==> config.mk <==
export PLATFORM = sky130hd
export DESIGN_NAME = ecc_event_capture
export DESIGN_NICKNAME = d
export VERILOG_FILES = /design/src/rtl/ecc_cap_pkg.sv /design/src/rtl/ecc_evt_arbiter.sv /design/src/rtl/ecc_status_fsm.sv /design/src/rtl/ecc_addr_reg.sv /design/src/rtl/ecc_event_capture.sv
export SDC_FILE = /design/constraint.sdc
export NUM_CORES = 1
export LEC_CHECK = 0
export BUFFER_PORTS_ARGS = -buffer_cell sky130_fd_sc_hd__buf_4
export CAP_MARGIN = 10
export CORE_MARGIN = 5
export CORE_UTILIZATION = 39
export CTS_CLUSTER_DIAMETER = 120
export DETAILED_ROUTE_END_ITERATION = 6
export PLACE_DENSITY_LB_ADDON = 0.1
export SYNTH_ARGS = -nofsm -noshare
export SYNTH_HDL_FRONTEND = slang
export SYNTH_SLANG_ARGS = --single-unit
==> constraint.sdc <==
create_clock -name clk -period 1.3 [get_ports clk]
set_input_delay 0.39 -clock clk [delete_from_list [all_inputs] [get_ports clk]]
set_output_delay 0.39 -clock clk [all_outputs]
set_load 0.02 [all_outputs]
==> src/rtl/ecc_cap_pkg.sv <==
package ecc_cap_pkg;

    localparam int unsigned ADDR_W  = 19;
    localparam int unsigned REG_W   = 32;
    localparam int unsigned NPORTS  = 2;

    // port index 0 has the highest priority (instruction fetch)
    localparam int unsigned PORT_IF = 0;
    localparam int unsigned PORT_DP = 1;

    typedef enum logic [1:0] {
        ST_ARMED = 2'b00,
        ST_CORR  = 2'b01,
        ST_ERR   = 2'b10,
        ST_BOTH  = 2'b11
    } stat_state_t;

    typedef struct packed {
        logic              corr;
        logic              err;
        logic [ADDR_W-1:0] addr;
    } port_evt_t;

endpackage

==> src/rtl/ecc_evt_arbiter.sv <==
module ecc_evt_arbiter
    import ecc_cap_pkg::*;
#(
    parameter int unsigned P_AW    = ADDR_W,
    parameter int unsigned P_PORTS = NPORTS
) (
    input  logic [P_PORTS-1:0]       evt_corr,
    input  logic [P_PORTS-1:0]       evt_err,
    input  logic [P_PORTS-1:0][P_AW-1:0] evt_addr,
    input  logic                     en_corr,
    input  logic                     en_err,
    output logic                     qual_err,
    output logic                     qual_corr,
    output logic                     win_valid,
    output logic [P_AW-1:0]          win_addr
);

    logic [P_PORTS-1:0] q_err;
    logic [P_PORTS-1:0] q_corr;
    logic [P_AW-1:0]    err_addr;
    logic [P_AW-1:0]    corr_addr;

    genvar g;
    generate
        for (g = 0; g < P_PORTS; g++) begin : g_qual
            assign q_err[g]  = evt_err[g]  & en_err;
            assign q_corr[g] = evt_corr[g] & en_corr;
        end
    endgenerate

    assign qual_err  = |q_err;
    assign qual_corr = |q_corr;

    // scan from the lowest-priority port up so the lowest index wins
    always_comb begin
        err_addr  = '0;
        corr_addr = '0;
        for (int i = P_PORTS - 1; i >= 0; i--) begin
            if (q_err[i])  err_addr  = evt_addr[i];
            if (q_corr[i]) corr_addr = evt_addr[i];
        end
    end

    // errors take precedence over corrections
    always_comb begin
        win_valid = qual_err | qual_corr;
        win_addr  = qual_err ? err_addr : corr_addr;
    end

endmodule

==> src/rtl/ecc_status_fsm.sv <==
module ecc_status_fsm
    import ecc_cap_pkg::*;
(
    input  logic clk,
    input  logic rst_n,
    input  logic qual_err,
    input  logic qual_corr,
    input  logic win_valid,
    input  logic stat_clr,
    output logic err_stat,
    output logic corr_stat,
    output logic capture
);

    stat_state_t state_q, base, state_d;
    logic        base_err, base_corr;

    always_comb begin
        base = stat_clr ? ST_ARMED : state_q;
        unique case (base)
            ST_ARMED: begin base_err = 1'b0; base_corr = 1'b0; end
            ST_CORR:  begin base_err = 1'b0; base_corr = 1'b1; end
            ST_ERR:   begin base_err = 1'b1; base_corr = 1'b0; end
            ST_BOTH:  begin base_err = 1'b1; base_corr = 1'b1; end
            default:  begin base_err = 1'b0; base_corr = 1'b0; end
        endcase
        unique case ({base_err | qual_err, base_corr | qual_corr})
            2'b00:   state_d = ST_ARMED;
            2'b01:   state_d = ST_CORR;
            2'b10:   state_d = ST_ERR;
            2'b11:   state_d = ST_BOTH;
            default: state_d = ST_ARMED;
        endcase
    end

    always_ff @(posedge clk or negedge rst_n) begin
        if (!rst_n) state_q <= ST_ARMED;
        else        state_q <= state_d;
    end

    always_comb begin
        err_stat  = (state_q == ST_ERR)  || (state_q == ST_BOTH);
        corr_stat = (state_q == ST_CORR) || (state_q == ST_BOTH);
        capture   = win_valid && (base == ST_ARMED);
    end

    AST_CLR_EMPTY: assert property (@(posedge clk) disable iff (!rst_n)
        stat_clr && !win_valid |=> !err_stat && !corr_stat);
    AST_CLR_WITH_EVT: assert property (@(posedge clk) disable iff (!rst_n)
        stat_clr && win_valid |=> err_stat || corr_stat);
    AST_NO_QUAL_NO_SET: assert property (@(posedge clk) disable iff (!rst_n)
        !err_stat && !corr_stat && !win_valid |=> !err_stat && !corr_stat);
    AST_STICKY_ERR: assert property (@(posedge clk) disable iff (!rst_n)
        err_stat && !stat_clr |=> err_stat);

endmodule

==> src/rtl/ecc_addr_reg.sv <==
module ecc_addr_reg
    import ecc_cap_pkg::*;
#(
    parameter int unsigned P_AW = ADDR_W,
    parameter int unsigned P_RW = REG_W
) (
    input  logic            clk,
    input  logic            rst_n,
    input  logic            cap_en,
    input  logic [P_AW-1:0] cap_addr,
    output logic [P_RW-1:0] reg_word
);

    localparam int unsigned PAD_W = P_RW - P_AW;

    logic [P_AW-1:0] addr_q;

    always_ff @(posedge clk or negedge rst_n) begin
        if (!rst_n)      addr_q <= '0;
        else if (cap_en) addr_q <= cap_addr;
    end

    assign reg_word = {{PAD_W{1'b0}}, addr_q};

endmodule

==> src/rtl/ecc_event_capture.sv <==
module ecc_event_capture
    import ecc_cap_pkg::*;
(
    input  logic              clk,
    input  logic              rst_n,
    input  logic              if_corr,
    input  logic              if_err,
    input  logic [ADDR_W-1:0] if_addr,
    input  logic              dp_corr,
    input  logic              dp_err,
    input  logic [ADDR_W-1:0] dp_addr,
    input  logic              en_corr,
    input  logic              en_err,
    input  logic              stat_clr,
    output logic              err_stat,
    output logic              corr_stat,
    output logic [REG_W-1:0]  addr_reg,
    output logic              irq,
    output logic              bus_fault
);

    logic [NPORTS-1:0]             p_corr, p_err;
    logic [NPORTS-1:0][ADDR_W-1:0] p_addr;
    logic                          qual_err, qual_corr, win_valid, capture;
    logic [ADDR_W-1:0]             win_addr;

    always_comb begin
        p_corr          = '0;
        p_err           = '0;
        p_addr          = '0;
        p_corr[PORT_IF] = if_corr;
        p_err[PORT_IF]  = if_err;
        p_addr[PORT_IF] = if_addr;
        p_corr[PORT_DP] = dp_corr;
        p_err[PORT_DP]  = dp_err;
        p_addr[PORT_DP] = dp_addr;
    end

    ecc_evt_arbiter #(.P_AW(ADDR_W), .P_PORTS(NPORTS)) u_arb (
        .evt_corr (p_corr),
        .evt_err  (p_err),
        .evt_addr (p_addr),
        .en_corr  (en_corr),
        .en_err   (en_err),
        .qual_err (qual_err),
        .qual_corr(qual_corr),
        .win_valid(win_valid),
        .win_addr (win_addr)
    );

    ecc_status_fsm u_fsm (
        .clk      (clk),
        .rst_n    (rst_n),
        .qual_err (qual_err),
        .qual_corr(qual_corr),
        .win_valid(win_valid),
        .stat_clr (stat_clr),
        .err_stat (err_stat),
        .corr_stat(corr_stat),
        .capture  (capture)
    );

    ecc_addr_reg #(.P_AW(ADDR_W), .P_RW(REG_W)) u_areg (
        .clk     (clk),
        .rst_n   (rst_n),
        .cap_en  (capture),
        .cap_addr(win_addr),
        .reg_word(addr_reg)
    );

    assign bus_fault = err_stat & en_err;
    assign irq       = bus_fault | (corr_stat & en_corr);

    AST_HOLD_WHILE_SET: assert property (@(posedge clk) disable iff (!rst_n)
        (err_stat || corr_stat) && !stat_clr |=> $stable(addr_reg));
    AST_IF_ERR_WINS: assert property (@(posedge clk) disable iff (!rst_n)
        !err_stat && !corr_stat && en_err && if_err
        |=> addr_reg[ADDR_W-1:0] == $past(if_addr));
    AST_ERR_OVER_CORR: assert property (@(posedge clk) disable iff (!rst_n)
        !err_stat && !corr_stat && en_err && dp_err && !if_err
        |=> addr_reg[ADDR_W-1:0] == $past(dp_addr));
    AST_FAULT_IMPLIES_IRQ: assert property (@(posedge clk) disable iff (!rst_n)
        bus_fault |-> irq);
    AST_UPPER_ZERO: assert property (@(posedge clk) disable iff (!rst_n)
        addr_reg[REG_W-1:ADDR_W] == '0);

endmodule

==> results.sh <==
export IMPL_grt_pass1_wl_mm=5.09
export IMPL_whs_endpoint="u_fsm.state_q[0]"
export IMPL_yosysTopAreaCell="dfrtp_1"
export IMPL_arrival_ns=1.12
export IMPL_antenna_left=0
export IMPL_drt_first_iter_violations=27
export IMPL_place_area_um2=1630
export IMPL_synthCells=115
export IMPL_ys_top_cells_by_count="dfrtp_1, nand2_1, a22oi_1"
export IMPL_synth_xor_xnor_area_share_pct=0
export IMPL_fin_cells=230
export IMPL_pin_count=83
export IMPL_setup_violations=18
export IMPL_grt_start_max_net_pins=39
export IMPL_finalClockSkew_ns=0.00223
export IMPL_clockBufferDepth=2
export IMPL_period_share_pct=116
export IMPL_initial_core_util_pct=40.3
export IMPL_dp_hpwl_mm=2.32
export IMPL_clock_sinks=21
export IMPL_power_density_nw_per_um2=1080
export IMPL_place_gp_congestion=0.713
export IMPL_fin_ws_ns=-0.214
export IMPL_coreArea_um2=2710
export IMPL_wl_per_cell_um=14.5
export IMPL_cts_tree="built"
export IMPL_finalInstanceArea_um2=1880
export IMPL_min_path_cells=2
export IMPL_ys_async_sr_fraction_pct=100
export IMPL_synth_top_family_by_area="compound AO/OA/AOI/OAI gates"
export IMPL_start_kind="flip-flop"
export IMPL_leakage_nw=0.957
export IMPL_syn_area_um2=1090
export IMPL_synth_main_ff_cell="dfrtp_1"
export IMPL_p_int_mw=1.33
export IMPL_clkSlewWorstSetupHoldPaths_ns=0.12
export IMPL_synth_seq_cells=21
export IMPL_grt_ovfl_total=0
export IMPL_portBuffers=69
export IMPL_seq_area_frac_synth_pct=48.2
export IMPL_antenna_found_initial=0
export IMPL_synth_edf_count=0
export IMPL_clkLatencyLatePin_ns=0.30
export IMPL_die_area_um2=3960
export IMPL_drv_cap=0
export IMPL_std_cell_rows=19
export IMPL_crit_reg2reg_launch="u_fsm.state_q[1]"
export IMPL_hold_slack_ns=0.293
export IMPL_crit_path_end_kind="output port"
export IMPL_die_y_um=62.9
export IMPL_yosysWarnings=0
export IMPL_swShare_pct=34.2
export IMPL_slew_viol_final=0
export IMPL_hold_path_startpoint="stat_clr"
export IMPL_crit_type="reg -> out"
export IMPL_crit_fanout=2
export IMPL_synth_area_leaders="dfrtp_1, a22oi_1, buf_4"
export IMPL_nets=247
export IMPL_cts_max_level=1
export IMPL_combinationalPowerShare_pct=43.9
export IMPL_viasPerCell=4.88
export IMPL_drive_gt1_share_pct=50.8
export IMPL_pwr_share_seq_pct=40.6
export IMPL_violations="setup timing"
export IMPL_required_ns=0.91
export IMPL_r2r_end="u_areg.addr_q[10]"
export IMPL_rsz0062_at_grt="true"
export IMPL_max_freq_mhz=661
export IMPL_numCtsBuffers=3
export IMPL_synthAdderAreaFrac_pct=0
export IMPL_clock_power_share_pct=15.6
export IMPL_p_sw_uw=692
export IMPL_synthSimpleGateAreaFrac_pct=8.72
export IMPL_avgSynthCellArea_um2=9.49
export IMPL_synthToLayoutAreaGrowth_pct=72.1
export IMPL_vias=1122
export IMPL_cts_root_buf="clkbuf_4"
export IMPL_synth_compound_area_share_pct=27.6
export IMPL_finalHoldViolations=0
export IMPL_r2r_cells=7
export IMPL_synth_distinct_cells=19
export IMPL_synthMuxAreaShare_pct=0
export IMPL_dieWidth_um=62.9
export IMPL_synth_most_common_cell="dfrtp_1"
export IMPL_routed_wl_mm=3.33
export IMPL_dp_cells=213
export IMPL_firstDrtPassIters=4
export IMPL_peakVddDrop_mv=0.701
export IMPL_regToRegSetupSlack_ns=-0.07
export IMPL_synth_top_cell_area_share_pct=48.2
export IMPL_antenna_cells=0
export IMPL_outcome="finished, violations left"
export IMPL_grt_pass1_vias=1110
export IMPL_grt_total_usage_pct=15.5
export IMPL_fin_crit_ns=1.51
export IMPL_drc=0
export IMPL_hold_path_class="in -> reg"
layout by cell type (no fill, tap or decap):
cell / synthesis / routed
inv_1: 2 / 2
a32o_1: 1 / 1
conb_1: 1 / 13
o2bb2ai_4: 0 / 1
dfrtp_1: 21 / 20
nor2_4: 0 / 1
a22oi_1: 18 / 18
nand2_2: 1 / 1
clkbuf_1: 3 / 1
and2_4: 0 / 1
a21o_1: 1 / 1
a22oi_2: 2 / 2
o21ai_1: 10 / 14
dlygate4sd3_1: 0 / 1
buf_4: 13 / 73
buf_6: 3 / 11
buf_12: 0 / 2
o21ai_2: 0 / 2
o21ai_0: 13 / 7
clkbuf_16: 0 / 3
dfrtp_2: 0 / 1
nand2_1: 19 / 19
clkbuf_4: 0 / 3
nand3b_1: 1 / 1
worst max-delay path: stages, from the launching register on:
cell	delay, ns
dfrtp_1	0.40
and2_4	0.14
a21o_1	0.15
buf_6	0.13
state kept, by name, summed over array words and instances (netlist names):
register,flops
u_areg.addr_q,19
u_fsm.state_q,2
how the worst max path moves through the flow:
stage / from / endpoint / slack [ns] / cells past startpoint
floorplan: if_corr / u_areg.addr_q[0] / 0.01 / 5
global placement: en_err / u_areg.addr_q[13] / -0.08 / 6
detailed placement: if_corr / u_areg.addr_q[10] / -0.17 / 5
CTS: u_fsm.state_q[1] / irq / -0.23 / 3
global route: u_fsm.state_q[1] / irq / -0.26 / 3
finish: u_fsm.state_q[1] / irq / -0.21 / 3
logic make-up after synthesis:
group / after synthesis
AOI/OAI and AO/OA: 46
buffers and inverters: 24
and+or+nand+nor: 23
DFF: 21
other: 1
layout make-up:
| class | instances | area [um^2] |
|---|---|---|
| sequential | 21 | 527 |
| timing repair buffer | 90 | 797 |
| tap | 31 | 38.8 |
| inverter | 2 | 7.51 |
| clock buffer | 4 | 26.3 |
| fill | 211 | 832 |
| multi-input combinational | 82 | 482 |
power groups by stage:
stage	sequential (mW)	clock [mW]	combinational, mW
2_1_floorplan	0.951	0	0.265
3_3_place_gp	0.826	0	0.719
3_5_place_dp	0.829	0	0.734
4_1_cts	0.817	0.327	0.758
5_1_grt	0.838	0.359	0.954
6_report	0.821	0.315	0.888
per-layer routing:
| layer | GRT usage [%] | wire [um] | up-vias |
|---|---|---|---|
| li1 | - | - | 548 |
| met1 | 18.2 | 1270 | 529 |
| met2 | 26.7 | 1800 | 43 |
| met3 | 3.78 | 235 | 2 |
| met4 | 6.37 | 25 | 0 |
| met5 | 0 | 0 | - |
repair_timing:
item,CTS,global route
hold buffers,1,0
endpoints found under the hold margin,21,0
gates cloned,0,5
pin swaps,1,1
resized for setup,8,15
endpoints found under the setup margin,4,29
setup buffers,2,6
metrics by stage:
step	worst slack [ns]	utilization (%)	total power, mW	TNS [ns]
after detailed placement	-0.168	60.0	1.56	-2.41
after CTS	-0.229	62.8	1.90	-0.595
after floorplan	0.0101	-	1.22	0
after global routing	-0.264	69.3	2.15	-2.50
final	-0.214	69.3	2.02	-0.991
after global placement	-0.0757	60.0	1.55	-0.985
No activity file was read; power rests on OpenSTA's default activity.
